<file path="src/rtl/rfs_pkg.sv">
package rfs_pkg;

    localparam int ADDR_W    = 8;
    localparam int DATA_W    = 8;

    // Section bounds (behavioural: burst wrap depends on them)
    localparam int TIME_LO   = 0;
    localparam int TIME_HI   = 6;
    localparam int CTRL_LO   = 7;
    localparam int CTRL_HI   = 11;
    localparam int ALRM_LO   = 12;
    localparam int ALRM_HI   = 17;
    localparam int USER_LO   = 18;
    localparam int USER_HI   = 19;
    localparam int STMP_LO   = 20;
    localparam int STMP_HI   = 25;

    localparam int NUM_REGS  = STMP_HI + 1;
    localparam int HOLE_IDX  = 9;
    localparam int LOCK_IDX  = CTRL_LO;
    localparam int LOCK_BIT  = 4;

    typedef enum logic [2:0] {
        SEC_TIME,
        SEC_CTRL,
        SEC_ALRM,
        SEC_USER,
        SEC_STMP,
        SEC_NONE
    } sect_e;

    typedef struct packed {
        logic [ADDR_W-1:0] ptr;
    } ptr_state_t;

    typedef struct packed {
        logic [NUM_REGS-1:0][DATA_W-1:0] mem;
        logic [DATA_W-1:0]               rd;
    } store_state_t;

    function automatic sect_e addr_section(input logic [ADDR_W-1:0] a);
        int v;
        v = int'(a);
        if (v <= TIME_HI)      return SEC_TIME;
        else if (v <= CTRL_HI) return SEC_CTRL;
        else if (v <= ALRM_HI) return SEC_ALRM;
        else if (v <= USER_HI) return SEC_USER;
        else if (v <= STMP_HI) return SEC_STMP;
        else                   return SEC_NONE;
    endfunction

    function automatic logic [ADDR_W-1:0] sect_first(input sect_e s);
        case (s)
            SEC_TIME: return ADDR_W'(TIME_LO);
            SEC_CTRL: return ADDR_W'(CTRL_LO);
            SEC_ALRM: return ADDR_W'(ALRM_LO);
            SEC_USER: return ADDR_W'(USER_LO);
            SEC_STMP: return ADDR_W'(STMP_LO);
            default:  return '0;
        endcase
    endfunction

    function automatic logic [ADDR_W-1:0] sect_last(input sect_e s);
        case (s)
            SEC_TIME: return ADDR_W'(TIME_HI);
            SEC_CTRL: return ADDR_W'(CTRL_HI);
            SEC_ALRM: return ADDR_W'(ALRM_HI);
            SEC_USER: return ADDR_W'(USER_HI);
            SEC_STMP: return ADDR_W'(STMP_HI);
            default:  return '0;
        endcase
    endfunction

endpackage

</file>
<file path="src/rtl/rfs_sect_dec.sv">
module rfs_sect_dec
    import rfs_pkg::*;
(
    input  logic [ADDR_W-1:0] addr,
    output sect_e             sect,
    output logic [ADDR_W-1:0] first,
    output logic [ADDR_W-1:0] last,
    output logic              in_map
);

    always_comb begin
        sect   = addr_section(addr);
        first  = sect_first(sect);
        last   = sect_last(sect);
        in_map = (sect != SEC_NONE);
    end

endmodule

</file>
<file path="src/rtl/rfs_addr_ptr.sv">
module rfs_addr_ptr
    import rfs_pkg::*;
(
    input  logic              clk,
    input  logic              rst_n,
    input  logic              start,
    input  logic [ADDR_W-1:0] start_addr,
    input  logic              step,
    output logic [ADDR_W-1:0] eff_addr
);

    ptr_state_t        st_d, st_q;
    sect_e             eff_sect;
    logic [ADDR_W-1:0] sec_first;
    logic [ADDR_W-1:0] sec_last;
    logic              in_map;

    // A start in the same cycle as a strobe acts on the new address
    assign eff_addr = start ? start_addr : st_q.ptr;

    rfs_sect_dec u_dec (
        .addr   (eff_addr),
        .sect   (eff_sect),
        .first  (sec_first),
        .last   (sec_last),
        .in_map (in_map)
    );

    always_comb begin
        st_d = st_q;
        if (step) begin
            if (!in_map)
                st_d.ptr = eff_addr;
            else if (eff_addr == sec_last)
                st_d.ptr = sec_first;
            else
                st_d.ptr = eff_addr + ADDR_W'(1);
        end else if (start) begin
            st_d.ptr = start_addr;
        end
    end

    always_ff @(posedge clk) begin
        if (!rst_n)
            st_q <= '0;
        else
            st_q <= st_d;
    end


    stay_in_section_chk: assert property (@(posedge clk) disable iff (!rst_n)
        (step && in_map) |=> (addr_section(st_q.ptr) == $past(eff_sect)));


    wrap_to_first_chk: assert property (@(posedge clk) disable iff (!rst_n)
        (step && in_map && (eff_addr == sec_last)) |=> (st_q.ptr == $past(sec_first)));


    off_map_hold_chk: assert property (@(posedge clk) disable iff (!rst_n)
        (step && !in_map) |=> (st_q.ptr == $past(eff_addr)));

endmodule

</file>
<file path="src/rtl/rfs_store.sv">
module rfs_store
    import rfs_pkg::*;
(
    input  logic              clk,
    input  logic              rst_n,
    input  logic [ADDR_W-1:0] addr,
    input  logic              wr_stb,
    input  logic [DATA_W-1:0] wr_data,
    input  logic              rd_stb,
    output logic [DATA_W-1:0] rd_data
);

    store_state_t        st_d, st_q;
    logic [NUM_REGS-1:0] byte_we;
    logic                time_open;
    sect_e               sect;
    logic                present;
    logic [DATA_W-1:0]   rd_sel;

    assign sect      = addr_section(addr);
    assign present   = (sect != SEC_NONE) && (addr != ADDR_W'(HOLE_IDX));
    assign time_open = st_q.mem[LOCK_IDX][LOCK_BIT];
    assign rd_data   = st_q.rd;

    // Per-byte write enables; the hole never stores, time bytes need the lock bit
    for (genvar i = 0; i < NUM_REGS; i++) begin : g_we
        if (i == HOLE_IDX) begin : g_hole
            assign byte_we[i] = 1'b0;
        end else if (i <= TIME_HI) begin : g_time
            assign byte_we[i] = wr_stb && time_open && (addr == ADDR_W'(i));
        end else begin : g_open
            assign byte_we[i] = wr_stb && (addr == ADDR_W'(i));
        end
    end

    always_comb begin
        rd_sel = '0;
        for (int i = 0; i < NUM_REGS; i++) begin
            if (addr == ADDR_W'(i))
                rd_sel = st_q.mem[i];
        end
    end

    always_comb begin
        st_d = st_q;
        for (int i = 0; i < NUM_REGS; i++) begin
            if (byte_we[i])
                st_d.mem[i] = wr_data;
        end
        if (rd_stb && !wr_stb)
            st_d.rd = present ? rd_sel : '0;
    end

    always_ff @(posedge clk) begin
        if (!rst_n)
            st_q <= '0;
        else
            st_q <= st_d;
    end


    time_lock_chk: assert property (@(posedge clk) disable iff (!rst_n)
        (wr_stb && (sect == SEC_TIME) && !time_open) |=> $stable(st_q.mem[TIME_HI:TIME_LO]));


    hole_write_chk: assert property (@(posedge clk) disable iff (!rst_n)
        (wr_stb && (addr == ADDR_W'(HOLE_IDX))) |=> $stable(st_q.mem));


    absent_read_chk: assert property (@(posedge clk) disable iff (!rst_n)
        (rd_stb && !wr_stb && !present) |=> (rd_data == '0));


    rd_hold_chk: assert property (@(posedge clk) disable iff (!rst_n)
        (!rd_stb || wr_stb) |=> $stable(rd_data));

endmodule

</file>
<file path="src/rtl/rfs_regmap.sv">
module rfs_regmap
    import rfs_pkg::*;
(
    input  logic              clk,
    input  logic              rst_n,
    input  logic              txn_start,
    input  logic [ADDR_W-1:0] txn_addr,
    input  logic              wr_stb,
    input  logic [DATA_W-1:0] wr_data,
    input  logic              rd_stb,
    output logic [DATA_W-1:0] rd_data
);

    logic [ADDR_W-1:0] eff_addr;
    logic              step;

    assign step = wr_stb || rd_stb;

    rfs_addr_ptr u_ptr (
        .clk        (clk),
        .rst_n      (rst_n),
        .start      (txn_start),
        .start_addr (txn_addr),
        .step       (step),
        .eff_addr   (eff_addr)
    );

    rfs_store u_store (
        .clk     (clk),
        .rst_n   (rst_n),
        .addr    (eff_addr),
        .wr_stb  (wr_stb),
        .wr_data (wr_data),
        .rd_stb  (rd_stb),
        .rd_data (rd_data)
    );

endmodule

</file>
<file path="config.mk">
export PLATFORM = sky130hd
export DESIGN_NAME = rfs_regmap
export DESIGN_NICKNAME = d
export VERILOG_FILES = /design/src/rtl/rfs_pkg.sv /design/src/rtl/rfs_sect_dec.sv /design/src/rtl/rfs_addr_ptr.sv /design/src/rtl/rfs_store.sv /design/src/rtl/rfs_regmap.sv
export SDC_FILE = /design/constraint.sdc
export NUM_CORES = 1
export LEC_CHECK = 0
export BUFFER_PORTS_ARGS = -buffer_cell sky130_fd_sc_hd__buf_2
export CELL_PAD_IN_SITES_DETAIL_PLACEMENT = 1
export CELL_PAD_IN_SITES_GLOBAL_PLACEMENT = 2
export CORE_AREA = 4 4 153 192
export CTS_CLUSTER_DIAMETER = 80
export CTS_CLUSTER_SIZE = 24
export DETAILED_ROUTE_END_ITERATION = 12
export DIE_AREA = 0 0 157 196
export GPL_TIMING_DRIVEN = 1
export PLACE_DENSITY = 0.81
export SLEW_MARGIN = 20
export SYNTH_ARGS = -nofsm -noshare
export SYNTH_HDL_FRONTEND = slang
export SYNTH_HIERARCHICAL = 1
export SYNTH_SLANG_ARGS = --single-unit
</file>
<file path="constraint.sdc">
create_clock -name clk -period 8.21 [get_ports clk]
set_input_delay 0 -clock clk [delete_from_list [all_inputs] [get_ports clk]]
set_output_delay 0 -clock clk [all_outputs]
set_load 0.02 [all_outputs]
</file>
==> impl_metrics.toml <==
[status]
status = "finished clean"

[worst_setup_path]
critPathKind = "reg2reg"
cp_max_fo = 34
rr_worst_depth = 9
end_kind = "register"
required_ns = 8.60
timing.rr.start = "u_ptr/st_q[2]"
worst_setup_path_start_kind = "register"
r2r_end = "u_store/rd_data[4]"
crit_family = "simple AND/OR/NAND/NOR gates"
worstPathCellList = "mux2i_4, inv_1, buf_4, nand2b_1, nor2_1, nand2_1, mux4_2, and4b_1, o41ai_2"
cp_slowest_cell = "nor2_1"
cp_num_buf_inv = 2
arrival_ns = 4.16
max_stage_delay_ns = 0.88
r2r_slack_ns = 4.45

[power_and_ir_drop]
ir_worst_vdd_v = 0.0001275
p_leak_nw = 4.205
fin_total_pwr_mw = 2.148
power_density_mw_per_mm2 = 178.7

[synthesis]
synth_area_mm2 = 0.01141
synth_warnings = 6
synthCells = 1320
synth_area_per_cell_um2 = 8.647

[sta]
drv_slew = 0
max_freq_ghz = 0.2658
setup_viol = 0
tightest_slew_ns = 1.086
slew_headroom_pct = 27.34
min_period_ns = 3.763
period_share_pct = 45.83
tns_ns = 0
rsz0062_at_grt = "no"
hold_viol = 0
finClkSkew_ns = 0.02883

[placed_design]
place_congestion = 0.8824
portBuffers = 28
dp_hpwl_mm = 26.39
dpl.cell_count = 1593

[cts]
cts-resized-gates = 0
cts_max_path_buffers = 3
cts-htree-levels = 1
postCtsSetupBuffers = 0
cts_tree = "yes"
clk_latency_ns = 0.50
clkTransAtPathRegs_ns = 0.10
cts_sinks = 216
numCtsBuffers = 14
root_buffer = "clkbuf_16"

[global_routing]
grt_max_degree = 115
grt.overflow.total = 0
grt_pass1_vias = 9849
grt_antenna_before_repair = 0
grtUsageTotal_pct = 25.33
grt_pass1_wl_mm = 60.66

[detailed_routing]
drt_iter0_markers = 706
wire_per_inst_um = 24.80
via_count = 9794
ant_nets = 0
drt_pass1_iterations = 5
wl_mm = 40.05
detail_route.vias_per_cell = 6.064
drc = 0

[final_layout]
layout.nets = 1282
final_cells = 1615
layout_common_cells = "216 x dfxtp_1, 145 x nand2_1, 124 x mux2i_1"
final_common_cell = "dfxtp_1"
areaGrowthSynthToFinish_pct = 5.305
drive_above_1_share_pct = 9.644
diodes = 0

[worst_hold_path]
hold_end = "u_ptr/st_q[7]"
hold_start = "txn_addr[7]"
hold_class = "in2reg"
hold_depth = 4

[floorplan]
rows = 68
core_region_area_mm2 = 0.02748
ios = 29
die_height_um = 196
initial_core_util_pct = 41.54
dieArea_mm2 = 0.03077
fp.dieW_um = 157

[run]
max_cap_violations = 0
==> through the flow <==
stage,cell area (um^2),hold WS (ns),setup slack (ns),utilization (%)
5_1_grt,12020,0.06392,4.215,43.74
6_report,12020,0.02411,4.447,43.74
2_1_floorplan,11430,0.1383,5.594,-
4_1_cts,12020,0.01385,4.511,43.74
3_3_place_gp,11560,0.4422,4.504,42.07
3_5_place_dp,11560,0.4452,4.410,42.07
==> worst register-to-register path, cell delays in order (launching register included) <==
cell and delay (ns):
dfxtp_1 0.38, mux2i_4 0.10, inv_1 0.35, buf_4 0.47, nand2b_1 0.28, nor2_1 0.88, nand2_1 0.14, mux4_2 0.53
and4b_1 0.25, o41ai_2 0.31
==> power breakdown <==
| group | switching, mW | leakage [nW] | internal, mW |
|---|---|---|---|
| Combinational | 0.235 | 2.25 | 0.0951 |
| Sequential | 0.00521 | 1.74 | 1.06 |
| Clock | 0.404 | 0.217 | 0.353 |
==> flip-flops by register name, summed over array words and instances (netlist names) <==
register	flops
u_store/st_q	200
u_ptr/st_q	8
u_store/rd_data	8
==> routing by layer <==
layer	GRT usage, %	share of wire (%)	vias up
met5	0	0	-
met4	7.653	3.0	0
met3	3.817	4.9	73
met2	43.14	48	246
met1	33.02	44	4943
li1	-	-	4532
==> worst max path at each step <==
stage | cells after the start | slack [ns] | end | startpoint
floorplan | 9 | 5.59 | u_store/rd_data[4] | u_ptr/st_q[6]
global placement | 8 | 4.50 | u_store/rd_data[4] | txn_start
detailed placement | 8 | 4.41 | u_store/rd_data[4] | txn_start
CTS | 7 | 4.51 | u_store/rd_data[4] | u_ptr/st_q[4]
global route | 9 | 4.22 | u_store/rd_data[4] | u_ptr/st_q[2]
finish | 9 | 4.45 | u_store/rd_data[4] | u_ptr/st_q[2]
==> area by class of cell <==
type                            instances  area [um^2]
Sequential cell                       216         4324
Tap cell                              350        437.9
Clock buffer                           16        389.1
Fill cell                            3232        15460
Timing Repair Buffer                   50        322.8
Clock inverter                          5        60.06
Inverter                                8        32.53
Multi-Input combinational cell        970         6454
==> repair_timing <==
item                                    4_1_cts  5_1_grt
hold buffers                                  1        0
endpoints found under the setup margin        0        0
hold endpoints to repair                     37        0
No activity file was read; power rests on OpenSTA's default activity.
